<file path="src/rtl/nextpc_unit.sv">
module nextpc_unit #(
  parameter int          XLEN      = 32,
  parameter logic [31:0] RESET_VEC = 32'h0000_1000
) (
  input  logic        clk,
  input  logic        rst_n,
  input  logic        step,
  input  logic [3:0]  op,
  input  logic [15:0] imm16,
  input  logic [25:0] imm26,
  input  logic [31:0] opa,
  input  logic [31:0] opb,
  output logic [31:0] pc,
  output logic        link_we,
  output logic [31:0] link_data,
  output logic        exc_req,
  output logic [31:0] exc_badaddr,
  output logic [31:0] exc_pc
);
  localparam int REGION_W = 4;

  localparam logic [3:0] C_SEQ  = 4'd0;
  localparam logic [3:0] C_BEQ  = 4'd1;
  localparam logic [3:0] C_BNE  = 4'd2;
  localparam logic [3:0] C_BGE  = 4'd3;
  localparam logic [3:0] C_BLT  = 4'd4;
  localparam logic [3:0] C_BGEU = 4'd5;
  localparam logic [3:0] C_BLTU = 4'd6;
  localparam logic [3:0] C_BR   = 4'd7;
  localparam logic [3:0] C_JMPI = 4'd8;
  localparam logic [3:0] C_CALL = 4'd9;
  localparam logic [3:0] C_JMPR = 4'd10;
  localparam logic [3:0] C_CALR = 4'd11;
  localparam logic [3:0] C_RET  = 4'd12;

  logic [XLEN-1:0] pc_q, pc_d, seq_pc, rel_pc, abs_pc;
  logic            taken, is_reg, misal;

  assign seq_pc = pc_q + 32'd4;
  assign rel_pc = seq_pc + {{(XLEN-16){imm16[15]}}, imm16[15:2], 2'b00};
  assign abs_pc = {pc_q[XLEN-1 -: REGION_W], imm26, 2'b00};
  assign is_reg = (op == C_JMPR) || (op == C_CALR) || (op == C_RET);
  assign misal  = |opa[1:0];

  always_comb begin
    unique case (op)
      C_BEQ:   taken = (opa == opb);
      C_BNE:   taken = (opa != opb);
      C_BGE:   taken = ($signed(opa) >= $signed(opb));
      C_BLT:   taken = ($signed(opa) <  $signed(opb));
      C_BGEU:  taken = (opa >= opb);
      C_BLTU:  taken = (opa <  opb);
      C_BR:    taken = 1'b1;
      default: taken = 1'b0;
    endcase
  end

  always_comb begin
    pc_d = seq_pc;
    if (op == C_JMPI || op == C_CALL) pc_d = abs_pc;
    else if (is_reg)                  pc_d = misal ? seq_pc : opa;
    else if (taken)                   pc_d = rel_pc;
  end

  always_ff @(posedge clk) begin
    if (!rst_n)    pc_q <= RESET_VEC;
    else if (step) pc_q <= pc_d;
  end

  assign pc          = pc_q;
  assign link_data   = seq_pc;
  assign link_we     = rst_n && step &&
                       ((op == C_CALL) || ((op == C_CALR) && !misal));
  assign exc_req     = rst_n && step && is_reg && misal;
  assign exc_badaddr = opa;
  assign exc_pc      = seq_pc;

  a_r2_hold: assert property (@(posedge clk) disable iff (!rst_n)
    !step |=> $stable(pc));
  a_r3_seq: assert property (@(posedge clk) disable iff (!rst_n)
    (step && op == C_SEQ) |=> (pc == $past(pc) + 32'd4));
  a_r6_region: assert property (@(posedge clk) disable iff (!rst_n)
    (step && (op == C_JMPI || op == C_CALL)) |=> (pc[31:28] == $past(pc[31:28])));
  a_r8_target: assert property (@(posedge clk) disable iff (!rst_n)
    (step && is_reg && !misal) |=> (pc == $past(opa)));
  a_r9_nolink: assert property (@(posedge clk) disable iff (!rst_n)
    exc_req |-> !link_we);
  a_r9_bad: assert property (@(posedge clk) disable iff (!rst_n)
    exc_req |-> (exc_badaddr[1:0] != 2'b00));
  a_r9_adv: assert property (@(posedge clk) disable iff (!rst_n)
    exc_req |=> (pc == $past(exc_pc)));
endmodule

</file>
<file path="config.mk">
export PLATFORM = sky130hd
export DESIGN_NAME = nextpc_unit
export DESIGN_NICKNAME = d
export VERILOG_FILES = /design/src/rtl/nextpc_unit.sv
export SDC_FILE = /design/constraint.sdc
export NUM_CORES = 1
export LEC_CHECK = 0
export BUFFER_PORTS_ARGS = -buffer_cell sky130_fd_sc_hd__buf_4
export CAP_MARGIN = 20
export CELL_PAD_IN_SITES_DETAIL_PLACEMENT = 0
export CELL_PAD_IN_SITES_GLOBAL_PLACEMENT = 1
export CORE_UTILIZATION = 33
export CTS_CLUSTER_SIZE = 16
export DETAILED_ROUTE_END_ITERATION = 8
export PLACE_DENSITY_LB_ADDON = 0.1
export REMOVE_ABC_BUFFERS = 1
export SYNTH_ARGS = -nofsm -noshare
export SYNTH_HDL_FRONTEND = slang
export SYNTH_SLANG_ARGS = --single-unit
</file>
<file path="constraint.sdc">
create_clock -name clk -period 5 [get_ports clk]
set_clock_uncertainty 0.05 [all_clocks]
set_input_delay 1 -clock clk [delete_from_list [all_inputs] [get_ports clk]]
set_output_delay 1 -clock clk [all_outputs]
set_load 0.05 [all_outputs]
</file>
* Yosys cells after proc, flatten, opt, wreduce, memory -nomap -nowiden
Cells that the tools add are included.
W data, S select, Z words.
** Word-level totals
- Flip-flop bits (word level) :: 32
- Latch bits :: 0
- Bits in writable memories :: 0
- ROM bits :: 0
- Logic and storage cells :: 40
- Memories :: 0
** Cells by class
- Add/sub/neg operators :: 2
- $mul :: 0
- Div/mod/pow operators :: 0
- $lt $le $gt $ge :: 4
- Equality and inequality tests :: 14
- Shifts and indexed selects :: 0
- Multiplexer cells :: 5
- Bitwise gates (word level) :: 1
- Reductions and logical operators :: 12
** Operators with widths (number)
- $mux W32 :: 3
- $ge A32 B32 Y1 :: 2
- $lt A32 B32 Y1 :: 2
- $add A32 B3 Y32 const B :: 1
- $add A32 B32 Y32 :: 1
- $eq A32 B32 Y1 :: 1
- $ne A32 B32 Y1 :: 1
- $mux W28 :: 1
- $eq A4 B4 Y1 const B :: 5
- $eq A4 B3 Y1 const B :: 4
- $eq A4 B2 Y1 const B :: 2
- $pmux W1 S7 :: 1
- $logic_and A1 B1 Y1 :: 5
- $eq A4 B1 Y1 const B :: 1
- $logic_or A1 B1 Y1 :: 4
- $reduce_and A2 Y1 :: 1
- $reduce_or A2 Y1 :: 1
- $logic_not A1 Y1 :: 1
- $not A1 Y1 :: 1

* Depth between registers and ports, before layout
- Depth after elaboration :: 5
- Gate-level depth with buffers :: 18
- Gate-level depth less buffers :: 18

* Worst setup path after synthesis
OpenSTA, ideal clock, no wires.
- Path kind :: register -> register
- From :: register pc_q[10] (netlist: pc[10])
- To :: register pc_q[31] (netlist: pc[31])
- Setup time :: 131 ps
- Arrival :: 4764 ps
- Path slack :: 54 ps
- Stages on the path, launching flop included :: 18
- Path buffers :: 0
- Clock period less this slack :: 4946 ps
- Path through :: dfxtp_1 nand3_1 or3_1 or2_1 inv_1 nand3_1 xnor2_1 ha_1 nand3_1 nor2_1 a32oi_1 o211ai_1 a221oi_2 o21ai_1 mux2i_1 a221o_1 a41oi_1 a21oi_1
** On the way
- Cells in the longest elaborated chain, start to end :: 4
- Elaborated cells on any way between the ends :: 5
- Classes of those cells :: 2 x add/sub; 3 x mux
** Ends and longest elaborated chain
- start: declaration :: line 36 : logic [XLEN-1:0] pc_q, pc_d, seq_pc, rel_pc, abs_pc;
- start signal: assignment :: line 67 : else if (step) pc_q <= pc_d;
- $add A32 B3 Y32 :: line 39 : assign seq_pc = pc_q + 32'd4;
- named net exc_pc[21] :: line 18 : output logic [31:0] exc_pc
- $add A32 B32 Y32 :: line 40 : assign rel_pc = seq_pc + {{(XLEN-16){imm16[15]}}, imm16[15:2], 2'b00};
- $mux W32 :: line 62 : else if (taken) pc_d = rel_pc;
- $mux W32 :: line 61 : else if (is_reg) pc_d = misal ? seq_pc : opa;
The timed path passes the listed nets, and every way through them passes these cells.
A chain may end at the register's enable or synchronous reset.

* Worst setup path in the final report
- From :: register pc_q[10] (netlist: pc[10])
- To :: register pc_q[31] (netlist: pc[31])
** On the way
- Cells in the longest elaborated chain, start to end :: 4
- Elaborated cells on any way between the ends :: 5
- Classes of those cells :: 2 x add/sub; 3 x mux
** Ends and longest elaborated chain (line)
- $add A32 B3 Y32 * :: 39
- $add A32 B32 Y32 :: 40
- $mux W32 :: 62
- $mux W32 * :: 61
Mark *: on every way between the ends. The rest lies on a longest branch, timed or not.

==> run_results.csv <==
group,metric,value,unit
finish,fillers,1586,
clocking,holdBufCountCts,0,
logic_synthesis,yosys-top-cells-count,"buf_4, ha_1, nand2_1, inv_1, nor2_1",
routing,drt_wl_total,21410,um
logic_synthesis,netlist_area,5142,sq um
pwr,ir_drop,158.5,uV
critical_path,path_cells,"nand3_1 -> or3_1 -> or2_1 -> inv_1 -> nand2_1 -> xor2_1 -> inv_1 -> ha_1 -> nand4_1 -> nor2_1 -> nand2_1 -> o211ai_1 -> a221oi_2 -> o21ai_1 -> mux2i_1 -> a221o_1 -> a41oi_1 -> a21oi_1",
clocking,cts_htree_levels,2,
finish,areaGrowthSynthToFinish,33.97,%
floorplanning,initial_core_util,33.83,%
timing,setup_tns,0,ns
timing,tightest_slew,1.137,ns
routing,vias,5826,
routing,dr.pass1.iters,5,
critical_path,cp-start-kind,"register",
timing,finalCritPeriodShare,92.21,%
timing,slew_headroom,23.85,%
clocking,cts_setup_buffers,0,
logic_synthesis,yosysMostFrequentCell,"buf_4",
finish,seq_area,640.6,sq um
finish,multiInputGateArea,3736,sq um
finish,nets,1048,
finish,largest_register_ffs,32,
worst_hold_path,hold_class,"register to register",
logic_synthesis,yosysTopAreaCell,"ha_1",
finish,drive_gt1_share,32.07,%
logic_synthesis,synth-main-ff-cell,"dfxtp_1",
critical_path,critPathMaxFanout,6,
timing,slew_violations,0,
logic_synthesis,synth_area_leaders,"ha_1, dfxtp_1, buf_4, xnor2_1, nand2_1",
finish,fin_util,45.32,%
clocking,clk_latency,0.30,ns
clocking,cts_root_buf,"clkbuf_16",
critical_path,crit_type,"register to register",
clocking,cts_tree,"built",
critical_path,cp_data_arrival_time,4.73,ns
outcome,status,"complete, no violations",
timing,min_period,4.610,ns
logic_synthesis,syn_avg_cell_area,7.399,sq um
clocking,path_clk_slew,0.07,ns
critical_path,max_stage_delay,0.43,ns
placed_design,dp_cells,1053,
logic_synthesis,synthCells,695,
grt,grt_pass1_wl,31820,um
grt,grt.overflow.total,0,
critical_path,critPathRequiredTime,5.12,ns
logic_synthesis,yosys_warnings,0,
pwr,leakage,3.408,nW
critical_path,reg2reg_depth,18,
clocking,clock_sinks,32,
grt,grt_antenna_before_repair,0,
timing,setup_ws,0.3896,ns
placed_design,dp_hpwl,17000,um
logic_synthesis,ys_ff_latch,32,
critical_path,rr_startpoint,"pc[10]$_SDFFE_PN0P_",
timing,report.final.setup_viol,0,
grt,first_global_vias,5714,
floorplanning,die_w,126.8,um
routing,drc,0,
floorplanning,pin_count,243,
critical_path,crit_path_top_delay_cell,"dfxtp_1",
grt,grt.total_usage,26.16,%
floorplanning,coreArea,15200,sq um
worst_hold_path,hp-start,"pc[0]$_SDFFE_PN0P_",
placed_design,pre_cts_ws,0.3819,ns
logic_synthesis,yosysUniqueCellTypes,67,
logic_synthesis,synth_top_cell_area_share,15.09,%
timing,hold_viol,0,
clocking,cts_resized,0,
logic_synthesis,ys_seq_area_share,12.46,%
routing,wl_per_cell,20.18,um
logic_synthesis,synthArstFlopShare,0,%
run,cap_violations,0,
timing,holdWs,0.4675,ns
pwr,p_per_area,248.7,nW/um^2
logic_synthesis,synth_edf_count,0,
clocking,clockBufferDepth,2,
clocking,cts_buffers,5,
routing,via_per_inst,5.491,
placed_design,gp_congestion,0.9122,
floorplanning,chipHeight,126.8,um
critical_path,end_kind,"register",
finish,stdcell_count,1061,
critical_path,cp-startpoint,"pc[10]$_SDFFE_PN0P_",
floorplanning,dieArea,16090,sq um
routing,ant_nets,0,
routing,drtIter0Drc,323,
finish,diodes,0,
timing,fmax,216.9,MHz
timing,rsz0062_at_grt,"false",
floorplanning,rows,45,
worst_hold_path,holdPathStages,1,
placed_design,portBuffers,240,
grt,grt_max_degree,25,
worst max-delay path, delay by kind of cell (launching register included):
kind	cells	cell delay (ns)
xor gates and xnor gates	1	0.36
DFF	1	0.43
and+or+nand+nor	7	1.43
muxes	1	0.15
adders and majority gates	1	0.43
AOI/OAI and AO/OA	6	1.38
buffers and inverters	2	0.24
cell families (layout without fill, tap and decap cells):
group	count (synthesis)	count (layout)	share of synthesized area [%]
AOI/OAI and AO/OA	195	195	26.03
adders and majority gates	63	63	15.47
and+or+nand+nor	206	206	19.98
DFF	32	32	12.46
muxes	10	10	2.044
xor gates and xnor gates	53	53	9.027
buffers and inverters	136	314	14.99
metrics by stage:
| step | area [sq um] | power [mW] |
|---|---|---|
| final | 6889 | 1.713 |
| after global routing | 6889 | 1.797 |
| after CTS | 6889 | 1.719 |
| after detailed placement | 6721 | 1.333 |
| after global placement | 6721 | 1.326 |
| after floorplan | 4559 | 0.9236 |
per-layer routing:
metal	wire length [um]	track usage [%]	part of all wire, %	vias up
li1	-	-	-	2824
met1	8802	30.84	41	2726
met2	10640	47.77	50	244
met3	1455	4.766	6.8	32
met4	508	7.983	2.4	0
met5	0	0	0	-
worst paths after layout:
kind                                            end  slack, ns
worst max register to register  pc[31]$_SDFFE_PN0P_       0.39
worst min-delay path             pc[0]$_SDFFE_PN0P_       0.47
worst max-delay path            pc[31]$_SDFFE_PN0P_       0.39
worst min register to register   pc[0]$_SDFFE_PN0P_       0.47
area by class of cell:
cell class | instances | area share, %
clock buffer | 5 | 1.816
clock inverter | 3 | 0.6175
inverter | 50 | 2.724
multi-input combinational | 527 | 54.23
sequential | 32 | 9.299
tap | 188 | 3.414
timing repair buffer | 256 | 27.90
where the power goes:
group	leakage, nW	internal, mW	switching (mW)
logic	3.07	0.358	0.663
clock network	0.0798	0.235	0.147
registers	0.263	0.278	0.0319
total	3.41	0.871	0.842
layout by cell type (no fill, tap or decap), types with 4 or more instances in the layout:
cell / n
a21oi_1: 43
o211ai_1: 10
inv_1: 50
nand3b_1: 4
xnor2_1: 33
and4_1: 4
and3_1: 10
o31ai_1: 4
a211oi_1: 8
nand4_1: 9
nor3b_1: 4
nor2_1: 46
o21ai_0: 26
nor3_1: 12
nor2b_1: 6
ha_1: 62
buf_4: 256
xor2_1: 20
mux2i_1: 9
a21o_1: 14
a31oi_1: 8
a221oi_1: 11
nand3_1: 27
dfxtp_1: 32
clkbuf_16: 5
o221ai_1: 8
a22oi_1: 13
nand2b_1: 6
o21ai_1: 17
nand2_1: 59
No activity file was read; power rests on OpenSTA's default activity.
